## config.mk

```make
export PLATFORM = sky130hd
export DESIGN_NAME = mon_sense_seq
export DESIGN_NICKNAME = d
export VERILOG_FILES = /design/src/rtl/mss_pkg.sv /design/src/rtl/mss_timer.sv /design/src/rtl/mss_pad_drive.sv /design/src/rtl/mss_pack.sv /design/src/rtl/mon_sense_seq.sv
export SDC_FILE = /design/constraint.sdc
export NUM_CORES = 1
export LEC_CHECK = 0
export BUFFER_PORTS_ARGS = -buffer_cell sky130_fd_sc_hd__buf_2
export CORE_UTILIZATION = 60
export DETAILED_ROUTE_END_ITERATION = 6
export GPL_TIMING_DRIVEN = 1
export PLACE_DENSITY = 0.95
export SLEW_MARGIN = 5
export SYNTH_ARGS = -nofsm -noshare
export SYNTH_HDL_FRONTEND = slang
export SYNTH_SLANG_ARGS = --single-unit
```

## constraint.sdc

```tcl
create_clock -name clk -period 3.5 [get_ports clk]
set_input_delay 0.175 -clock clk [delete_from_list [all_inputs] [get_ports clk]]
set_output_delay 0.175 -clock clk [all_outputs]
set_load 0.03 [all_outputs]
```

## src/rtl/mss_pkg.sv

```systemverilog
package mss_pkg;

  localparam int LINES  = 3;
  localparam int CODE_W = 11;

  // Pad vector bit positions
  localparam int IDX_A = 2;
  localparam int IDX_B = 1;
  localparam int IDX_C = 0;

  typedef enum logic [2:0] {
    PH_IDLE  = 3'd0,
    PH_HIGH  = 3'd1,
    PH_FLOAT = 3'd2,
    PH_A_LO  = 3'd3,
    PH_B_LO  = 3'd4,
    PH_C_LO  = 3'd5
  } phase_e;

  // Step in which a given line is pulled low
  function automatic phase_e low_phase(input int idx);
    case (idx)
      IDX_A:   return PH_A_LO;
      IDX_B:   return PH_B_LO;
      default: return PH_C_LO;
    endcase
  endfunction

endpackage

```

## src/rtl/mss_timer.sv

```systemverilog
module mss_timer #(
  parameter int W = 8
) (
  input  logic         clk,
  input  logic         rst_n,
  input  logic         load_i,
  input  logic [W-1:0] val_i,
  output logic         expired_o
);

  logic [W-1:0] cnt_q;
  logic [W-1:0] cnt_d;
  logic         cnt_en;

  always_comb begin
    cnt_en = load_i || (cnt_q != '0);
    cnt_d  = load_i ? val_i : (cnt_q - 1'b1);
  end

  always_ff @(posedge clk or negedge rst_n) begin
    if (!rst_n)      cnt_q <= '0;
    else if (cnt_en) cnt_q <= cnt_d;
  end

  assign expired_o = (cnt_q == '0);

endmodule

```

## src/rtl/mss_pad_drive.sv

```systemverilog
module mss_pad_drive
  import mss_pkg::*;
(
  input  phase_e           phase_i,
  output logic [LINES-1:0] lvl_o,
  output logic [LINES-1:0] rel_o
);

  for (genvar i = 0; i < LINES; i++) begin : g_line
    logic pull_low;
    assign pull_low = (phase_i == low_phase(i));
    assign lvl_o[i] = !pull_low;
    // Driven during the high step, or when this line is the one pulled low
    assign rel_o[i] = !((phase_i == PH_HIGH) || pull_low);
  end

endmodule

```

## src/rtl/mss_pack.sv

```systemverilog
module mss_pack
  import mss_pkg::*;
(
  input  logic              clk,
  input  logic              rst_n,
  input  logic              clear_i,
  input  logic              sample_i,
  input  logic              finish_i,
  input  phase_e            phase_i,
  input  logic [LINES-1:0]  line_i,
  output logic [CODE_W-1:0] code_o
);

  logic [CODE_W-1:0] shadow_q;
  logic [CODE_W-1:0] shadow_d;
  logic              shadow_en;
  logic [CODE_W-1:0] code_q;

  always_comb begin
    shadow_d = clear_i ? '0 : shadow_q;
    if (sample_i) begin
      case (phase_i)
        PH_FLOAT: shadow_d[10:8] = {line_i[IDX_A], line_i[IDX_B], line_i[IDX_C]};
        PH_A_LO:  shadow_d[5:4]  = {line_i[IDX_B], line_i[IDX_C]};
        PH_B_LO:  shadow_d[3:2]  = {line_i[IDX_A], line_i[IDX_C]};
        PH_C_LO:  shadow_d[1:0]  = {line_i[IDX_A], line_i[IDX_B]};
        default:  ;
      endcase
    end
    shadow_d[7:6] = 2'b00;
    shadow_en     = clear_i || sample_i;
  end

  always_ff @(posedge clk or negedge rst_n) begin
    if (!rst_n)         shadow_q <= '0;
    else if (shadow_en) shadow_q <= shadow_d;
  end

  always_ff @(posedge clk or negedge rst_n) begin
    if (!rst_n)        code_q <= '0;
    else if (finish_i) code_q <= shadow_d;
  end

  assign code_o = code_q;

endmodule

```

## src/rtl/mon_sense_seq.sv

```systemverilog
module mon_sense_seq
  import mss_pkg::*;
#(
  parameter int SHORT_WAIT = 200,
  parameter int LONG_WAIT  = 2000
) (
  input  logic              clk,
  input  logic              rst_n,
  input  logic              start_i,
  input  logic [LINES-1:0]  line_in_i,
  output logic [LINES-1:0]  line_lvl_o,
  output logic [LINES-1:0]  line_rel_o,
  output logic              busy_o,
  output logic              done_o,
  output logic [CODE_W-1:0] sense_o
);

  localparam int MAX_WAIT = (SHORT_WAIT > LONG_WAIT) ? SHORT_WAIT : LONG_WAIT;
  localparam int CNT_W    = (MAX_WAIT > 1) ? $clog2(MAX_WAIT) : 1;
  localparam logic [CNT_W-1:0] SHORT_LD = CNT_W'(SHORT_WAIT - 1);
  localparam logic [CNT_W-1:0] LONG_LD  = CNT_W'(LONG_WAIT - 1);

  phase_e           ph_q, ph_d;
  logic             ld;
  logic [CNT_W-1:0] ld_val;
  logic             expired;
  logic             sample;
  logic             finish;
  logic             accept;
  logic             done_q;

  always_comb begin
    ph_d   = ph_q;
    ld     = 1'b0;
    ld_val = LONG_LD;
    sample = 1'b0;
    finish = 1'b0;
    accept = 1'b0;
    case (ph_q)
      PH_IDLE: if (start_i) begin
        accept = 1'b1;
        ph_d   = PH_HIGH;
        ld     = 1'b1;
        ld_val = SHORT_LD;
      end
      PH_HIGH: if (expired) begin
        ph_d = PH_FLOAT;
        ld   = 1'b1;
      end
      PH_FLOAT: if (expired) begin
        sample = 1'b1;
        ph_d   = PH_A_LO;
        ld     = 1'b1;
      end
      PH_A_LO: if (expired) begin
        sample = 1'b1;
        ph_d   = PH_B_LO;
        ld     = 1'b1;
      end
      PH_B_LO: if (expired) begin
        sample = 1'b1;
        ph_d   = PH_C_LO;
        ld     = 1'b1;
      end
      PH_C_LO: if (expired) begin
        sample = 1'b1;
        finish = 1'b1;
        ph_d   = PH_IDLE;
      end
      default: ph_d = PH_IDLE;
    endcase
  end

  always_ff @(posedge clk or negedge rst_n) begin
    if (!rst_n) ph_q <= PH_IDLE;
    else        ph_q <= ph_d;
  end

  always_ff @(posedge clk or negedge rst_n) begin
    if (!rst_n) done_q <= 1'b0;
    else        done_q <= finish;
  end

  mss_timer #(.W(CNT_W)) u_timer (
    .clk       (clk),
    .rst_n     (rst_n),
    .load_i    (ld),
    .val_i     (ld_val),
    .expired_o (expired)
  );

  mss_pad_drive u_pads (
    .phase_i (ph_q),
    .lvl_o   (line_lvl_o),
    .rel_o   (line_rel_o)
  );

  mss_pack u_pack (
    .clk      (clk),
    .rst_n    (rst_n),
    .clear_i  (accept),
    .sample_i (sample),
    .finish_i (finish),
    .phase_i  (ph_q),
    .line_i   (line_in_i),
    .code_o   (sense_o)
  );

  assign busy_o = (ph_q != PH_IDLE);
  assign done_o = done_q;

endmodule

```

[Yosys cells after proc, flatten, opt, wreduce, memory -nomap -nowiden]
Index checks and enable logic that the tools add are counted.
Storage, ports and cells
  flip-flop bits (word level): 33
  bits in latches: 0
  memory bits (writable): 0
  bits in read-only memories: 0
  bits of input ports: 6
  output and inout bits: 19
  logic and storage cells: 58
  memories: 0
Operators by class
  add/subtract/negate cells: 1
  multiply operators: 0
  divide/modulo/power cells: 0
  order comparisons: 0
  equal/unequal tests: 11
  shifts and indexed selects: 0
  mux-type cells: 23
  bitwise gates (word level): 0
  reductions and logical operators: 18
Operators by type and width (count)
  $mux W11: 4
  $mux W3: 8
  $pmux W3 S6: 1
  $ne A2 B2 Y1 const B: 6
  $logic_not A11 Y1: 1
  $reduce_bool A11 Y1: 1
  $sub A11 B1 Y11 const B: 1
  $reduce_or A4 Y1: 2
  $eq A3 B2 Y1 const B: 2
  $eq A3 B3 Y1 const B: 2
  $logic_not A1 Y1: 6
  $mux W2: 3
  $mux W6: 1
  $reduce_and A6 Y1: 1
  $logic_or A1 B1 Y1: 5
  $mux W1: 5
  $eq A3 B1 Y1 const B: 1
  $logic_not A3 Y1: 1
  $reduce_bool A3 Y1: 1
  $pmux W1 S2: 1

[Longest topological paths before layout]
  depth in word-level cells: 5
  depth in mapped cells: 8
  mapped depth without buffers: 6

[By module]
Synthesis repeated with hierarchy kept, for this count alone.
Unflattened totals
  cell total of the unflattened synthesis: 166
  area, all modules: 1762.9 µm²
By module, submodules not included
  mss_pack: times used 1, cells each 63, area each 785.8 µm², sequential area each 450.4 µm²
  mss_timer: times used 1, cells each 65, area each 635.6 µm², sequential area each 275.3 µm²
  mon_sense_seq: times used 1, cells each 31, area each 291.5 µm², sequential area each 100.1 µm²
  mss_pad_drive: times used 1, cells each 7, area each 50.0 µm², sequential area each 0.0 µm²

[Least setup slack after synthesis]
Ideal clock, no wire load.
  kind: register -> register
  start point: reg u_timer.cnt_q[0]
  end point: reg u_pack.code_q[5], in the netlist u_pack.code_o[5]
  arrival: 1700 ps
  setup slack: 1673 ps
  stages on the path, launching flop included: 8
  buffers on the path: 2
  path through: dfrtp_1 inv_1 ha_1 nor4b_4 and4b_1 buf_4 buf_6 mux2_1
Between the ends
  elaborated cells on any way between the ends: 5
  classes of those cells: mux (4); reduce/logical (1)
RTL lines
  start, declared: line mss_timer.sv:11  | logic [W-1:0] cnt_q;
  start signal, assigned: line mss_timer.sv:22  | else if (cnt_en) cnt_q <= cnt_d;
  $logic_not A11 Y1: line mss_timer.sv:25  | assign expired_o = (cnt_q == '0);
  $mux W1: line mon_sense_seq.sv:65  | PH_C_LO: if (expired) begin
  $mux W1: line mon_sense_seq.sv:39  | case (ph_q)
  via finish: line mon_sense_seq.sv:28  | logic finish;
  end signal, assigned: line mss_pack.sv:41  | else if (finish_i) code_q <= shadow_d;
  end, declared: line mss_pack.sv:17  | logic [CODE_W-1:0] code_q;
The timed path passes the listed nets, and every way through them passes these cells.
A chain may end at the register's enable or synchronous reset.

[Final worst setup path]
  start point: reg u_timer.cnt_q[0]
  end point: reg u_pack.code_q[1], in the netlist u_pack.code_o[1]
Between the ends
  longest elaborated chain between the ends: 4
  elaborated cells on any way between the ends: 5
  classes of those cells: mux (4); reduce/logical (1)
RTL lines
  $logic_not A11 Y1 *: line mss_timer.sv:25
  $mux W1 *
  $mux W1
  $mux W6: line mss_pack.sv:21  | if (sample_i) begin
Every way passes the cells marked *; elsewhere a longest branch is shown, timed or not.

==> summary by stage <==
Timing
The setup violation total in the final timing report is 0. The transition time at the pin with the least slew margin is around 0.67 ns. Between clock sinks in the finished design, the worst skew comes to roughly 0.012 ns. Setup slack on the critical path of the routed design comes to roughly 1.4 ns. The sum of negative setup slack is 0 ns. The routed design could run at a clock period as short as approximately 2.1 ns. The post-route fraction of the period consumed by the critical path is about three fifths. Measured against its own limit, the worst slew margin works out to 55.3%. The total count of hold-check failures in the final report is 0. Setup repair after global routing left no endpoint under its margin. The number of pins exceeding their max-slew limit in the final report was 0.

The achievable frequency is 0.467 GHz.

Min path
The number of instances on the worst hold path is 3. The tightest min-delay check is of the in -> reg type. The source of the worst hold timing path is line_in_i[0]. The destination of the worst hold path is u_pack.shadow_q[2].

Placed design
The cell area reported after detailed placement is roughly 1700 sq um. During placement, the flow inserted port buffers numbering 22. Prior to clock tree synthesis, the placed netlist has a worst setup slack of 1.36 ns. The congestion estimate from routability-driven global placement came to approximately 0.87.

The wire-length estimate of the detail-placed layout is roughly 2.6 mm.

Floorplan
The overall die area is a little under 3000 sq um. The die width is between 50 and 60 um. The height of the chip is around 54 um. The total number of placement rows is 18. In this run the standard cell core region covers 2540 sq um. 25 I/O pins were placed.

For this configuration, the core starts out at a cell density of 64.7%.

Clocking
Clock-pin slew was measured on the worst setup and hold paths at roughly 0.1 ns. The maximum root-to-sink buffer count is 2. The clock tree from TritonCTS is done. The root buffer cell is sky130_fd_sc_hd__clkbuf_4. Post-CTS timing repair inserted 0 buffers for setup. In this run the number of H-tree levels came out at 2. The clock reaches the later pin of the worst-skew pair after 0.33 ns. Clock tree synthesis found a total of 31 sinks. The number of clock buffers added by TritonCTS is 5. In this run, post-CTS repair resized a total of 0 instances.

Setup path
The longest individual stage delay on the worst path is 0.59 ns. The type of element launching the critical path is a flip-flop. The data arrival time of the critical path is between 2 and 2.5 ns. The setup slack of the most critical reg-to-reg path is 1.36 ns. Counting cells, the worst reg-to-reg path comes to 5. The slowest stage of the critical path belongs to the cell sky130_fd_sc_hd__and4b_1. The type of element capturing the critical path is a flip-flop. The signal on the critical path passes through inv_1 > ha_1 > nor4b_4 > and4b_1 > mux2_2. The critical path is of the reg -> reg type.

The largest fanout on the critical path is 13. The required time at the endpoint of the critical path is 3.73 ns. The beginning of the worst register-to-register path is u_timer.cnt_q[0].

The worst register-to-register path ends at u_pack.code_o[1].

Outcome
The flow ran to the end, and the final reports show no timing, DRC or antenna violations.

Global route
The first-pass GRT wire length is between 5 and 6 mm. The number of antenna violations at the first check in global routing was 0. The largest net degree at the start of global routing is 32. The total grt overflow is 0. The via count of the first global-routing pass is around 1300. The total routing usage reported by global routing is about 29%.

Cells and area
At the end of the flow, the number of nets in the layout was 190. The final antenna diode count is 0. In the layout the commonest cells are 31 x sky130_fd_sc_hd__dfrtp_1, 22 x sky130_fd_sc_hd__buf_2, 14 x sky130_fd_sc_hd__nor2_1. The final cell utilization of the core is 72.1%. The most common library cell in the layout ignoring fill and taps is sky130_fd_sc_hd__dfrtp_1. The post-route cell area is roughly 1800 sq um. Compared with the post-synthesis result, the final layout area differs by 11.5%. The post-route netlist has between 20% and 30% of its cells at a drive strength greater than 1.

Yosys
In the post-synthesis netlist, the biggest area contributors are sky130_fd_sc_hd__dfrtp_1 47%, sky130_fd_sc_hd__mux2_2 3.4%, sky130_fd_sc_hd__nor2_1 3.2%. The portion of synthesized area spent on multiplexers is under 10%. The number of different library cells used by synthesis comes to between 40 and 50. The cell area after synthesis is about 1600 sq um. The complex-gate fraction of the synthesized area is roughly 12%. The share of the Yosys chip area taken by registers is between 40% and 50%.

During synthesis, Yosys emitted a total of 0 warnings. After Yosys synthesis, and, or, nand and nor cells account for about a quarter of the synthesized area. The adder-cell share of the synthesized area is approximately 1.5%. The dominant combinational cell family by area after synthesis is simple AND/OR/NAND/NOR gates. The synthesized netlist cell count is ~160. Of the total synthesized cell area, the portion taken by XOR and XNOR cells is approximately 3.7%. The average instance in the mapped netlist occupies around 10 sq um. The async set or reset register ratio after synthesis is 100%.

The number of flops mapped to enable cells by yosys is 0. The share of Yosys cell area claimed by the top area cell type is approximately 47%. In the synthesized netlist the dominant register cell turns out to be sky130_fd_sc_hd__dfrtp_1.

The number of synthesized register bits is 31. The cell accounting for the most synthesized area is sky130_fd_sc_hd__dfrtp_1.

Power
The total power density per cell area is between 300 and 400 nW/um^2. The worst-case vdd ir drop is 0.421 mV. Summed over all cells, the static leakage comes to ~0.9 nW.

Detailed routing
Summed over all layers, the routed wires come to 3.53 mm. In this run, the number of DRC markers left after iteration 0 of detailed routing was 57. The remaining design rule violation count is 0. The number of vias per cell after detailed routing is about 6. The routed layout has roughly 1300 vias. The number of nets with antenna violations after routing is 0. The routed wirelength normalized by instance count is between 15 and 20 um.

For this run, the detailed router's first-pass iteration total came to 4.

Flow run
The number of violations of the max-capacitance limit is 0.
[layout make-up]
| type | instances | area [sq um] |
|---|---|---|
| fillers | 179 | 711 |
| repair buffers | 23 | 120 |
| multi-input cells | 116 | 796 |
| clock inverters | 2 | 35.0 |
| well taps | 30 | 37.5 |
| flip-flops and latches | 31 | 776 |
| clock buffers | 6 | 51.3 |
| inverters | 5 | 18.8 |
[cells in the mapped netlist (all sizes together), types with 2 or more instances]
cell     n
dfrtp   31
mux2     6
nand3    9
or3      2
nand2   11
and3     4
or2      2
xnor2    5
mux2i    2
a21oi    3
nand2b   4
o21ai    9
or4      4
nor2    14
nand4    3
inv      5
a31oi    3
ha       2
clkbuf   4
nor4     2
nand3b   3
nor3     2
buf      6
o21bai   4
and2     3
xor2     2
a21boi   3
a211o    2
[flip-flops by register name (all words and copies together) (netlist names)]
name and flops:
done_o 1, u_pack.shadow_q 7, u_timer.cnt_q 11, ph_q 3
u_pack.code_o 9
[metrics by stage]
stage               hold slack (ns)  cells  total power, mW
finish                       0.0945    213            0.665
global route                 0.0838    213            0.688
CTS                          0.0882    213            0.670
detailed placement            0.249    204            0.380
global placement              0.233    204            0.380
floorplan                    -0.121    162            0.371
[cells by family (layout without fill, tap and decap cells)]
group	count (synthesis)	count (layout)
DFF	31	31
AOI/OAI and AO/OA	30	30
buffers and inverters	15	36
xor gates and xnor gates	7	7
and+or+nand+nor	67	67
other	1	2
adders and majority gates	2	2
muxes	8	8
[worst max-delay path: cells and delay by family (launching register included)]
family                   cells  cell delay (ns)
adder cells (fa/ha/maj)      1             0.17
flip-flops                   1             0.40
buffers and inverters        1             0.12
multiplexers                 1             0.40
AND/OR/NAND/NOR              2             0.95
[metal layers]
layer  up-vias  share of wire, %  GRT usage (%)
li1        608                 -              -
met1       645                41           33.6
met2        47                52           47.0
met3         4               5.1           9.17
met4         0               1.2           15.0
met5         -                 0              0
[worst max path at each step]
stage                                start                to  depth (start not counted)
after floorplan           u_timer.cnt_q[0]  u_pack.code_o[5]                          7
after global placement    u_timer.cnt_q[0]  u_pack.code_o[0]                          5
after detailed placement  u_timer.cnt_q[0]  u_pack.code_o[1]                          5
after CTS                 u_timer.cnt_q[0]  u_pack.code_o[1]                          5
after global routing      u_timer.cnt_q[0]  u_pack.code_o[4]                          5
final                     u_timer.cnt_q[0]  u_pack.code_o[1]                          5
[where the power goes]
part           internal [mW]  total [mW]  switching (mW)
clock                  0.169       0.291           0.122
combinational        0.00348      0.0159          0.0124
sequential             0.358       0.358               0
total                  0.530       0.665           0.135
[repair_timing]
item,CTS,global route
endpoints found under the setup margin,0,0
hold buffers,1,0
hold endpoints to repair,31,0
No activity file was read; power rests on OpenSTA's default activity.
